$ cat src/rtl/mdio_mgmt_pkg.sv
`timescale 1ns/1ps
package mdio_mgmt_pkg;
  localparam int CSR_AW     = 6;
  localparam int CSR_DW     = 64;
  localparam int PRE_BITS   = 32;
  localparam int FRAME_BITS = 64;
  localparam int POS_W      = 6;
  localparam int DATA_W     = 16;

  localparam logic [CSR_AW-1:0] OFS_CMD   = 6'h00;
  localparam logic [CSR_AW-1:0] OFS_WRDAT = 6'h08;
  localparam logic [CSR_AW-1:0] OFS_RDDAT = 6'h10;
  localparam logic [CSR_AW-1:0] OFS_CFG   = 6'h18;
  localparam logic [CSR_AW-1:0] OFS_EN    = 6'h20;

  localparam int CMD_OPC_LSB  = 0;
  localparam int CMD_PHY_LSB  = 8;
  localparam int CMD_REG_LSB  = 16;
  localparam int WR_PEND_BIT  = 16;
  localparam int RD_GOOD_BIT  = 16;
  localparam int RD_PEND_BIT  = 17;
  localparam int CFG_PRE_BIT  = 12;
  localparam int CFG_MODE_BIT = 24;

  localparam logic [POS_W-1:0] POS_PRE_END = POS_W'(PRE_BITS);
  localparam logic [POS_W-1:0] POS_TA1     = POS_W'(46);
  localparam logic [POS_W-1:0] POS_TA2     = POS_W'(47);
  localparam logic [POS_W-1:0] POS_DATA    = POS_W'(48);
  localparam logic [POS_W-1:0] POS_LAST    = POS_W'(FRAME_BITS-1);

  typedef enum logic [1:0] {FR_NONE, FR_ADDR, FR_WRITE, FR_READ} frame_kind_e;

  // Opcode meaning depends on the frame style selected in the config word.
  function automatic frame_kind_e decode_kind(input logic c45, input logic [1:0] opc);
    frame_kind_e k;
    k = FR_NONE;
    if (!c45) begin
      case (opc)
        2'd0:    k = FR_WRITE;
        2'd1:    k = FR_READ;
        default: k = FR_NONE;
      endcase
    end else begin
      case (opc)
        2'd0:    k = FR_ADDR;
        2'd1:    k = FR_WRITE;
        2'd3:    k = FR_READ;
        default: k = FR_NONE;
      endcase
    end
    return k;
  endfunction

  function automatic logic [1:0] op_field(input logic c45, input frame_kind_e k);
    logic [1:0] op;
    case (k)
      FR_ADDR:  op = 2'b00;
      FR_WRITE: op = 2'b01;
      FR_READ:  op = c45 ? 2'b11 : 2'b10;
      default:  op = 2'b00;
    endcase
    return op;
  endfunction

  function automatic logic [FRAME_BITS-1:0] build_frame(
      input logic c45, input frame_kind_e k,
      input logic [4:0] phy, input logic [4:0] rga, input logic [DATA_W-1:0] data);
    logic [1:0] st;
    st = c45 ? 2'b00 : 2'b01;
    return {{PRE_BITS{1'b1}}, st, op_field(c45, k), phy, rga, 2'b10, data};
  endfunction
endpackage

$ cat src/rtl/mdio_mdc_gen.sv
`timescale 1ns/1ps
module mdio_mdc_gen #(
  parameter int DIV_W = 8
) (
  input  logic             clk,
  input  logic             rst_n,
  input  logic             en,
  input  logic [DIV_W-1:0] half_div,
  output logic             mdc,
  output logic             rise_evt,
  output logic             fall_evt
);
  logic [DIV_W-1:0] cnt_q;
  logic             tick;

  // >= so that lowering the divider mid-phase cannot cause a long wrap
  assign tick     = en && (cnt_q >= half_div);
  assign rise_evt = tick && !mdc;
  assign fall_evt = tick && mdc;

  always_ff @(posedge clk or negedge rst_n) begin
    if (!rst_n) begin
      cnt_q <= '0;
      mdc   <= 1'b0;
    end else if (!en) begin
      cnt_q <= '0;
      mdc   <= 1'b0;
    end else if (tick) begin
      cnt_q <= '0;
      mdc   <= ~mdc;
    end else begin
      cnt_q <= cnt_q + 1'b1;
    end
  end

  assert_mdc_parked_when_off_R2: assert property (@(posedge clk) disable iff (!rst_n)
    !en |=> !mdc);
endmodule

$ cat src/rtl/mdio_csr_bank.sv
`timescale 1ns/1ps
module mdio_csr_bank
  import mdio_mgmt_pkg::*;
#(
  parameter int DIV_W   = 8,
  parameter int DIV_RST = 4
) (
  input  logic                  clk,
  input  logic                  rst_n,
  input  logic                  csr_we,
  input  logic [CSR_AW-1:0]     csr_waddr,
  input  logic [CSR_DW-1:0]     csr_wdata,
  input  logic [CSR_AW-1:0]     csr_raddr,
  output logic [CSR_DW-1:0]     csr_rdata,
  input  logic                  wr_pend,
  input  logic                  rd_pend,
  input  logic                  rd_good,
  input  logic [DATA_W-1:0]     rd_data,
  output logic [DIV_W-1:0]      cfg_div,
  output logic                  cfg_pre,
  output logic                  cfg_c45,
  output logic                  ctl_en,
  output logic                  cmd_fire,
  output logic                  cmd_read,
  output logic [FRAME_BITS-1:0] cmd_frame
);
  logic [DATA_W-1:0] wr_data_q;
  logic [1:0]        opc_q;
  logic [4:0]        phy_q;
  logic [4:0]        rga_q;
  logic [20:0]       cmd_q;
  logic              cmd_hit;
  logic              busy;
  logic [1:0]        w_opc;
  logic [4:0]        w_phy;
  logic [4:0]        w_rga;
  frame_kind_e       w_kind;
  logic              unused_wdata_bits;

  assign w_opc   = csr_wdata[CMD_OPC_LSB +: 2];
  assign w_phy   = csr_wdata[CMD_PHY_LSB +: 5];
  assign w_rga   = csr_wdata[CMD_REG_LSB +: 5];
  assign w_kind  = decode_kind(cfg_c45, w_opc);
  assign busy    = wr_pend || rd_pend;
  assign cmd_hit = csr_we && (csr_waddr == OFS_CMD);

  // named acceptance event: enabled, idle and an opcode defined for the style
  assign cmd_fire  = cmd_hit && ctl_en && !busy && (w_kind != FR_NONE);
  assign cmd_read  = (w_kind == FR_READ);
  assign cmd_frame = build_frame(cfg_c45, w_kind, w_phy, w_rga, wr_data_q);
  assign cmd_q     = {rga_q, 3'b000, phy_q, 6'b000000, opc_q};

  assign unused_wdata_bits = ^{csr_wdata[CSR_DW-1:CFG_MODE_BIT+1],
                               csr_wdata[CFG_MODE_BIT-1:21],
                               csr_wdata[CFG_PRE_BIT-1:DIV_W]};

  always_ff @(posedge clk or negedge rst_n) begin
    if (!rst_n) begin
      wr_data_q <= '0;
      opc_q     <= '0;
      phy_q     <= '0;
      rga_q     <= '0;
      cfg_div   <= DIV_W'(DIV_RST);
      cfg_pre   <= 1'b1;
      cfg_c45   <= 1'b0;
      ctl_en    <= 1'b0;
    end else if (csr_we) begin
      if (cmd_fire) begin
        opc_q <= w_opc;
        phy_q <= w_phy;
        rga_q <= w_rga;
      end
      if (csr_waddr == OFS_WRDAT) wr_data_q <= csr_wdata[DATA_W-1:0];
      if (csr_waddr == OFS_CFG) begin
        cfg_div <= csr_wdata[DIV_W-1:0];
        cfg_pre <= csr_wdata[CFG_PRE_BIT];
        cfg_c45 <= csr_wdata[CFG_MODE_BIT];
      end
      if (csr_waddr == OFS_EN) ctl_en <= csr_wdata[0];
    end
  end

  always_comb begin
    csr_rdata = '0;
    case (csr_raddr)
      OFS_CMD: csr_rdata[20:0] = cmd_q;
      OFS_WRDAT: begin
        csr_rdata[DATA_W-1:0]  = wr_data_q;
        csr_rdata[WR_PEND_BIT] = wr_pend;
      end
      OFS_RDDAT: begin
        csr_rdata[DATA_W-1:0]  = rd_data;
        csr_rdata[RD_GOOD_BIT] = rd_good;
        csr_rdata[RD_PEND_BIT] = rd_pend;
      end
      OFS_CFG: begin
        csr_rdata[DIV_W-1:0]    = cfg_div;
        csr_rdata[CFG_PRE_BIT]  = cfg_pre;
        csr_rdata[CFG_MODE_BIT] = cfg_c45;
      end
      OFS_EN:  csr_rdata[0] = ctl_en;
      default: csr_rdata = '0;
    endcase
  end

  assert_cmd_dropped_when_busy_R10: assert property (@(posedge clk) disable iff (!rst_n)
    (cmd_hit && busy) |=> $stable(cmd_q));
  assert_good_cleared_on_cmd_R9: assert property (@(posedge clk) disable iff (!rst_n)
    cmd_fire |=> !rd_good);
endmodule

$ cat src/rtl/mdio_frame_engine.sv
`timescale 1ns/1ps
module mdio_frame_engine
  import mdio_mgmt_pkg::*;
(
  input  logic                  clk,
  input  logic                  rst_n,
  input  logic                  enable,
  input  logic                  pre_en,
  input  logic                  start,
  input  logic                  start_read,
  input  logic [FRAME_BITS-1:0] start_frame,
  input  logic                  rise_evt,
  input  logic                  fall_evt,
  input  logic                  mdc,
  input  logic                  mdio_i,
  output logic                  mdio_o,
  output logic                  mdio_oe,
  output logic                  wr_pend,
  output logic                  rd_pend,
  output logic                  rd_good,
  output logic [DATA_W-1:0]     rd_data
);
  logic                  active_q;
  logic                  launched_q;
  logic                  read_q;
  logic                  ta_ok_q;
  logic [POS_W-1:0]      pos_q;
  logic [FRAME_BITS-1:0] frame_q;
  logic [DATA_W-2:0]     shift_q;
  logic [POS_W-1:0]      next_pos;
  logic [POS_W-1:0]      bit_idx;
  logic                  drive_evt;
  logic                  sample_evt;
  logic                  last_evt;

  // the first falling edge launches the current bit; later ones advance
  assign next_pos   = launched_q ? pos_q + 1'b1 : pos_q;
  assign bit_idx    = POS_LAST - next_pos;
  assign drive_evt  = active_q && fall_evt;
  assign sample_evt = active_q && launched_q && rise_evt;
  assign last_evt   = sample_evt && (pos_q == POS_LAST);

  always_ff @(posedge clk or negedge rst_n) begin
    if (!rst_n) begin
      active_q   <= 1'b0;
      launched_q <= 1'b0;
      read_q     <= 1'b0;
      ta_ok_q    <= 1'b0;
      pos_q      <= '0;
      frame_q    <= '0;
      shift_q    <= '0;
      mdio_o     <= 1'b1;
      mdio_oe    <= 1'b0;
      wr_pend    <= 1'b0;
      rd_pend    <= 1'b0;
      rd_good    <= 1'b0;
      rd_data    <= '0;
    end else if (!enable) begin
      active_q   <= 1'b0;
      launched_q <= 1'b0;
      wr_pend    <= 1'b0;
      rd_pend    <= 1'b0;
      mdio_oe    <= 1'b0;
      mdio_o     <= 1'b1;
    end else if (start) begin
      active_q   <= 1'b1;
      launched_q <= 1'b0;
      read_q     <= start_read;
      frame_q    <= start_frame;
      pos_q      <= pre_en ? '0 : POS_PRE_END;
      wr_pend    <= !start_read;
      rd_pend    <= start_read;
      rd_good    <= 1'b0;
      ta_ok_q    <= 1'b0;
    end else begin
      if (drive_evt) begin
        launched_q <= 1'b1;
        pos_q      <= next_pos;
        mdio_o     <= frame_q[bit_idx];
        mdio_oe    <= !(read_q && (next_pos >= POS_TA1));
      end else if (fall_evt) begin
        mdio_oe <= 1'b0;
        mdio_o  <= 1'b1;
      end
      if (sample_evt) begin
        if (read_q && (pos_q == POS_TA2)) ta_ok_q <= !mdio_i;
        if (read_q && (pos_q >= POS_DATA)) shift_q <= {shift_q[DATA_W-3:0], mdio_i};
      end
      if (last_evt) begin
        active_q   <= 1'b0;
        launched_q <= 1'b0;
        wr_pend    <= 1'b0;
        rd_pend    <= 1'b0;
        if (read_q) begin
          rd_data <= {shift_q, mdio_i};
          rd_good <= ta_ok_q;
        end
      end
    end
  end

  assert_flags_exclusive_R8: assert property (@(posedge clk) disable iff (!rst_n)
    !(wr_pend && rd_pend));
  assert_abort_releases_R11: assert property (@(posedge clk) disable iff (!rst_n)
    !enable |=> (!mdio_oe && !wr_pend && !rd_pend));
  assert_mdio_moves_on_fall_R3: assert property (@(posedge clk) disable iff (!rst_n)
    (mdio_oe && $past(mdio_oe) && !$stable(mdio_o)) |-> $fell(mdc));
  assert_read_released_R4: assert property (@(posedge clk) disable iff (!rst_n)
    (active_q && read_q && launched_q && (pos_q >= POS_TA1)) |-> !mdio_oe);
endmodule

$ cat src/rtl/mdio_mgmt_master.sv
`timescale 1ns/1ps
module mdio_mgmt_master
  import mdio_mgmt_pkg::*;
#(
  parameter int DIV_W   = 8,
  parameter int DIV_RST = 4
) (
  input  logic              clk,
  input  logic              rst_n,
  input  logic              csr_we,
  input  logic [CSR_AW-1:0] csr_waddr,
  input  logic [CSR_DW-1:0] csr_wdata,
  input  logic [CSR_AW-1:0] csr_raddr,
  output logic [CSR_DW-1:0] csr_rdata,
  output logic              mdc,
  output logic              mdio_o,
  output logic              mdio_oe,
  input  logic              mdio_i
);
  logic [DIV_W-1:0]      cfg_div;
  logic                  cfg_pre;
  logic                  cfg_c45;
  logic                  ctl_en;
  logic                  cmd_fire;
  logic                  cmd_read;
  logic [FRAME_BITS-1:0] cmd_frame;
  logic                  rise_evt;
  logic                  fall_evt;
  logic                  wr_pend;
  logic                  rd_pend;
  logic                  rd_good;
  logic [DATA_W-1:0]     rd_data;

  mdio_csr_bank #(.DIV_W(DIV_W), .DIV_RST(DIV_RST)) u_csr (
    .clk(clk), .rst_n(rst_n),
    .csr_we(csr_we), .csr_waddr(csr_waddr), .csr_wdata(csr_wdata),
    .csr_raddr(csr_raddr), .csr_rdata(csr_rdata),
    .wr_pend(wr_pend), .rd_pend(rd_pend), .rd_good(rd_good), .rd_data(rd_data),
    .cfg_div(cfg_div), .cfg_pre(cfg_pre), .cfg_c45(cfg_c45), .ctl_en(ctl_en),
    .cmd_fire(cmd_fire), .cmd_read(cmd_read), .cmd_frame(cmd_frame)
  );

  mdio_mdc_gen #(.DIV_W(DIV_W)) u_mdc (
    .clk(clk), .rst_n(rst_n), .en(ctl_en), .half_div(cfg_div),
    .mdc(mdc), .rise_evt(rise_evt), .fall_evt(fall_evt)
  );

  mdio_frame_engine u_eng (
    .clk(clk), .rst_n(rst_n), .enable(ctl_en), .pre_en(cfg_pre),
    .start(cmd_fire), .start_read(cmd_read), .start_frame(cmd_frame),
    .rise_evt(rise_evt), .fall_evt(fall_evt), .mdc(mdc), .mdio_i(mdio_i),
    .mdio_o(mdio_o), .mdio_oe(mdio_oe),
    .wr_pend(wr_pend), .rd_pend(rd_pend), .rd_good(rd_good), .rd_data(rd_data)
  );
endmodule

$ cat config.mk
export PLATFORM = sky130hd
export DESIGN_NAME = mdio_mgmt_master
export DESIGN_NICKNAME = d
export VERILOG_FILES = /design/src/rtl/mdio_mgmt_pkg.sv /design/src/rtl/mdio_mdc_gen.sv /design/src/rtl/mdio_csr_bank.sv /design/src/rtl/mdio_frame_engine.sv /design/src/rtl/mdio_mgmt_master.sv
export SDC_FILE = /design/constraint.sdc
export NUM_CORES = 1
export LEC_CHECK = 0
export ABC_AREA = 1
export BUFFER_PORTS_ARGS = -buffer_cell sky130_fd_sc_hd__buf_2
export CAP_MARGIN = 20
export CELL_PAD_IN_SITES_DETAIL_PLACEMENT = 2
export CELL_PAD_IN_SITES_GLOBAL_PLACEMENT = 2
export CORE_MARGIN = 2
export CORE_UTILIZATION = 34
export CTS_BUF_LIST = sky130_fd_sc_hd__clkbuf_16
export DETAILED_ROUTE_END_ITERATION = 8
export PLACE_DENSITY_LB_ADDON = 0.1
export RECOVER_POWER = 50
export SLEW_MARGIN = 20
export SYNTH_ARGS = -nofsm -noshare
export SYNTH_HDL_FRONTEND = slang
export SYNTH_SLANG_ARGS = --single-unit
$ cat constraint.sdc
create_clock -name clk -period 3.1 [get_ports clk]
set_input_delay 0.155 -clock clk [delete_from_list [all_inputs] [get_ports clk]]
set_output_delay 0.155 -clock clk [all_outputs]
set_load 0.02 [all_outputs]
Word level (Yosys, flattened, before mapping)
Index checks and enable logic that the tools add are counted.
{"block": "word_totals", "word_cells": 139, "mem_count": 0, "reg_bits": 126, "in_bits": 80, "rom_bits": 0, "output_inout_bits": 67, "latchBits": 0, "ramBits": 0}
{"block": "op_classes", "shifts": 0, "n_addsub": 3, "div": 0, "n_mux": 49, "eq_ne": 18, "bitwise_logic": 2, "magnitude_cmp": 4, "reduce_logical": 40, "n_mul": 0}
{"op": "$mux W1", "n": 31}
{"op": "$pmux W7 S4", "n": 1}
{"op": "$eq A6 B6 Y1 const B", "n": 4}
{"op": "$mux W6", "n": 4}
{"op": "$pmux W4 S3", "n": 2}
{"op": "$eq A6 B5 Y1 const B", "n": 3}
{"op": "$mux W8", "n": 2}
{"op": "$logic_and A1 B1 Y1", "n": 14}
{"op": "$reduce_and A2 Y1", "n": 7}
{"op": "$eq A6 B4 Y1 const B", "n": 2}
{"op": "$ge A6 B6 Y1 const B", "n": 2}
{"op": "$logic_not A6 Y1", "n": 2}
{"op": "$reduce_bool A2 Y1", "n": 6}
{"op": "$add A8 B1 Y8 const B", "n": 1}
{"op": "$ge A8 B8 Y1", "n": 1}
{"op": "$pmux W2 S2", "n": 2}
{"op": "$reduce_and A4 Y1", "n": 2}
{"op": "$lt A6 B7 Y1 const B", "n": 1}
{"op": "$add A6 B1 Y6 const B", "n": 1}
{"op": "$bmux W1 S6", "n": 1}
{"op": "$eq A2 B2 Y1 const B", "n": 3}
{"op": "$pmux W2 S3", "n": 1}
{"op": "$reduce_and A3 Y1", "n": 2}
{"op": "$sub A6 B6 Y6 const A", "n": 1}
{"op": "15 further kinds", "n": 20}

Longest topological paths before layout
{"block": "logic_depth", "depth_word": 8, "mapped_depth": 16}

Modules after synthesis
From an unflattened synthesis, not the netlist that was laid out.
{"block": "unflattened", "hier_cells": 1113, "area_unflattened_um2": 8733.4}
{"module": "mdio_frame_engine", "area_per_inst_um2": 5148.7, "instances": 1, "cells_per_inst": 638}
{"module": "mdio_csr_bank", "area_per_inst_um2": 2926.6, "instances": 1, "cells_per_inst": 391}
{"module": "mdio_mdc_gen", "area_per_inst_um2": 658.1, "instances": 1, "cells_per_inst": 84}

Worst setup path before layout
Ideal clock, no wire load.
{"block": "synth_timing", "kind": "register to register", "start": "register u_csr.cfg_div[2]", "end": "register u_eng.shift_q[3]", "arrival_time_ps": 1799, "setup_ps": 123, "slack_ps": 1178, "path_buffers": 1, "required_time_ps": 2977, "stages_incl_launch_ff": 13, "period_less_slack_ps": 1922, "path_cell_list": "dfstp_2 > inv_1 > ha_1 > nand2_1 > inv_1 > nand4_1 > nand3_2 > nand2_2 > nor2_4 > nand2_2 > clkbuf_2 > o21ai_0 > nand2_1"}
{"block": "synth_between", "elab_chain_len": 5}
{"item": "from (decl)", "line_no": "mdio_csr_bank.sv:19", "text": "output logic [DIV_W-1:0] cfg_div,"}
{"item": "from (signal assigned)", "line_no": "mdio_csr_bank.sv:63", "text": "cfg_div <= DIV_W'(DIV_RST);"}
{"item": "from (signal assigned)", "line_no": "mdio_csr_bank.sv:75", "text": "cfg_div <= csr_wdata[DIV_W-1:0];"}
{"item": "$ge A8 B8 Y1", "line_no": "mdio_mdc_gen.sv:17", "text": "assign tick = en && (cnt_q >= half_div);"}
{"item": "$logic_and A1 B1 Y1", "line_no": "mdio_mdc_gen.sv:17"}
{"item": "$logic_and A1 B1 Y1", "line_no": "mdio_mdc_gen.sv:18", "text": "assign rise_evt = tick && !mdc;"}
{"item": "$logic_and A1 B1 Y1", "line_no": "mdio_frame_engine.sv:40", "text": "assign sample_evt = active_q && launched_q && rise_evt;"}
{"item": "$reduce_and A4 Y1 (no line)"}
{"item": "to (signal assigned)", "line_no": "mdio_frame_engine.sv:87", "text": "if (read_q && (pos_q >= POS_DATA)) shift_q <= {shift_q[DATA_W-3:0], mdio_i};"}
{"item": "to (decl)", "line_no": "mdio_frame_engine.sv:29", "text": "logic [DATA_W-2:0] shift_q;"}
Every way passes these cells.
A chain may end at the register's enable or synchronous reset.

Worst setup path after layout
{"block": "layout_timing", "start": "register u_csr.cfg_div[2]", "end": "register u_eng.shift_q[2]"}
Same word-level chain as after synthesis.

==> impl_results.md <==
- End of the worst register-to-register path: u_eng.shift_q[2]
- Fin area: 0.00747 sq mm
- Worst VDD drop: 0.393 mV
- Gates resized, CTS repair: 0
- Synth Warn #: 0
- Worst r2r path cells: 12
- Synth Instances: 775
- Total number of H-tree levels: 4
- WP data required: 3.46 ns
- Hold-fix buffers at CTS: 13
- Multi-input logic area: 0.00255 sq mm
- Ports: 147
- Outcome: finished with violations
- Row count: 50
- Post-Syn Area: 0.00636 sq mm
- Drt drc: 0
- Number of synthesized flops with an enable pin: 0
- Avg WL per Cell: 18.1 microns
- Power density over the cells: 576 mW/mm^2
- RePlAce Congestion: 0.788
- Max Slew Vio Count: 37
- Initial antenna violation count: 0
- Routed wire length: 19900 microns
- Minimum clock period: 2.53 ns
- Post-DP Area: 0.00674 sq mm
- Setup TNS: 0 ns
- Worst EP arrival: 2.89 ns
- Largest net degree at the start of global routing: 57
- Buffers on Ports: 62
- Mapped Avg Cell Area: 8.20 sq um
- Nets@finish: 943
- Yosys reg bits: 123
- CTS root buffer: clkbuf_16
- Worst-margin pin slew: 2.25 ns
- Hold Path Stages: 3
- Core area: 0.0185 sq mm
- Layout cell share with drive strength beyond 1: 0.142
- Final setup violation count: 0
- Post-DP HPWL: 14300 microns
- R2R Setup Slk: 0.57 ns
- Crit start category: flip-flop
- Synth Flop Type: dfrtp_1
- DRT Pass-1 Iters: 4
- Hold_ws: 0.00715 ns
- WS Path Type: flip-flop to flip-flop
- Post-DRT Antenna Nets: 0
- Failing checks: max-capacitance violations, max-slew violations
- Unrepaired setup endpoints after global routing: no
- Leak Pwr: 3.90 nW
- Antenna Cells: 0
- Clock transition at path regs: 0.06 ns
- FILL cells: 2120
- Reg2reg start: u_csr.cfg_div[2]
- CP endpoint: u_eng.shift_q[2]
- Initial DRC count: 245
- Final non-filler cell total: 1099
- Clock Skew: 0.00866 ns
- # placed instances: 1054
- Vias in the first global route: 6074
- Die area: 0.0198 sq mm
- Max Cap Viol: 1
- Via/cell ratio: 4.91
- Seq/Total Area, Yosys: 0.485
- Maximum clock rate: 0.395 GHz
- Cell variety after synth: 46
- Setup crit end kind: flip-flop
- Sequential cell area: 0.00308 sq mm
- Fin util: 0.404
- Die span in y: 141 microns
- Critical Path Fanout Max: 17
- CTS Buf Count: 17
- Clk Latency, worst-skew pair: 0.43 ns
- Setup crit start: u_csr.cfg_div[2]
- Area Growth Syn to Fin: 17.5%
- DR vias: 5401
- Clock tree sinks: 123
- Asr flop ratio synth: 1.00
- Fin. Hold Viols: 0
- Chip Width: 141 microns
- HP Class: input pin to flip-flop
- Total grt overflow: 0
- Slew margin rel.: -0.499
- CTS max path bufs: 2
- First-pass GRT wire length: 32600 microns
- Gr usage total: 0.212
- Post-CTS Setup Bufs: 0
- CTS tree: built
- Starting density of the core: 0.343
- Fin crit share: 0.817
kinds of logic (layout without fill, tap and decap cells):
family | Yosys count | count (layout) | synth area share
compound gates | 141 | 141 | 0.121
other cells | 1 | 42 | 0.000590
fa+ha+maj | 11 | 11 | 0.0216
mux | 1 | 1 | 0.00157
simple gates | 312 | 312 | 0.221
buf+inv | 178 | 227 | 0.138
xor+xnor | 8 | 8 | 0.0110
flops | 123 | 123 | 0.485
cells in the final DEF, fill, tap and decap left out, types with 3 or more instances in the layout:
cell           instances
nor2_1                59
o221ai_1               8
o21ai_1               19
nand2_1              159
clkinv_4               4
dfrtp_1              120
nand4_1                7
xor2_1                 7
dlygate4sd3_1         13
nand3_1               57
clkbuf_16             17
nand3b_1               4
o22ai_1                9
o211ai_1               4
o21ai_0               56
clkbuf_1               5
a21oi_1               39
buf_4                  8
inv_1                107
nor2_4                 3
dfstp_2                3
nand3_2                3
inv_6                  5
nand2_2                6
bufinv_16              3
conb_1                42
buf_2                 58
ha_1                  11
flip-flops by register name, indices dropped and copies added, names as in the netlist, 2 cells and up:
register	flops
u_csr.rga_q	5
u_mdc.cnt_q	8
u_eng.rd_data	16
u_eng.frame_q	30
u_csr.opc_q	2
u_eng.shift_q	15
u_csr.wr_data_q	16
u_csr.phy_q	5
u_csr.cfg_div	8
u_eng.pos_q	6
power by group:
part	internal, mW	switching, mW	leakage [nW]	total, mW
Combinational	0.132	0.308	2.14	0.440
Sequential	1.70	0.0818	1.47	1.78
Clock	1.28	0.806	0.295	2.09
layout make-up:
class | count | share of cell area
Sequential cell | 123 | 0.412
Multi-Input combinational cell | 515 | 0.341
Timing Repair Buffer | 85 | 0.0695
Clock buffer | 17 | 0.0569
Inverter | 110 | 0.0556
Tap cell | 234 | 0.0392
Clock inverter | 15 | 0.0253
worst min path at each step:
| stage | end | startpoint | slack, ns |
|---|---|---|---|
| CTS | u_csr.wr_data_q[6] | csr_wdata[6] | 0.003 |
| floorplan | u_csr.cfg_c45 | rst_n | -0.14 |
| finish | u_csr.cfg_pre | csr_wdata[12] | 0.007 |
| global route | u_csr.wr_data_q[6] | csr_wdata[6] | 0.02 |
| detailed placement | u_eng.frame_q[14] | rst_n | 0.18 |
| global placement | u_eng.frame_q[14] | rst_n | 0.17 |
per-layer routing:
metal | track usage | wire (microns)
met1 | 0.259 | 8580
met4 | 0.0642 | 327
met2 | 0.383 | 10500
met5 | 0 | 0
met3 | 0.0343 | 508
per-stage QoR:
step	setup WS [ns]	power, mW
4_1_cts	0.531	4.35
3_3_place_gp	0.695	2.21
3_5_place_dp	0.614	2.23
2_1_floorplan	1.18	2.09
5_1_grt	0.288	4.48
6_report	0.568	4.30
cells in the mapped netlist (4+ instances only):
cell type  instances  area share
clkbuf_1          12      0.0071
o221ai_1           8       0.011
inv_1            107       0.063
buf_2              6      0.0047
o211ai_1           4      0.0047
dfrtp_1          120        0.47
buf_6              4      0.0071
nand4_1            7      0.0069
buf_4             45       0.053
xor2_1             7      0.0096
nand3_1           57       0.045
o21ai_1           19       0.015
ha_1              11       0.022
o22ai_1            9      0.0089
nand2_1          159       0.094
nand2_2            6      0.0059
o21ai_0           56       0.044
nand3b_1           4      0.0047
a21oi_1           39       0.031
nor2_1            58       0.034
critical path, cell delays in order (launching register included):
cell	delay, ns
dfstp_2	0.54
inv_1	0.06
ha_1	0.27
nand2_1	0.05
inv_1	0.08
nand4_1	0.16
nand3_2	0.17
nand2_2	0.09
nor2_4	0.15
nand2_2	0.27
nor2_4	0.42
nand2_1	0.10
nand2_1	0.09
No activity file was read; power rests on OpenSTA's default activity.
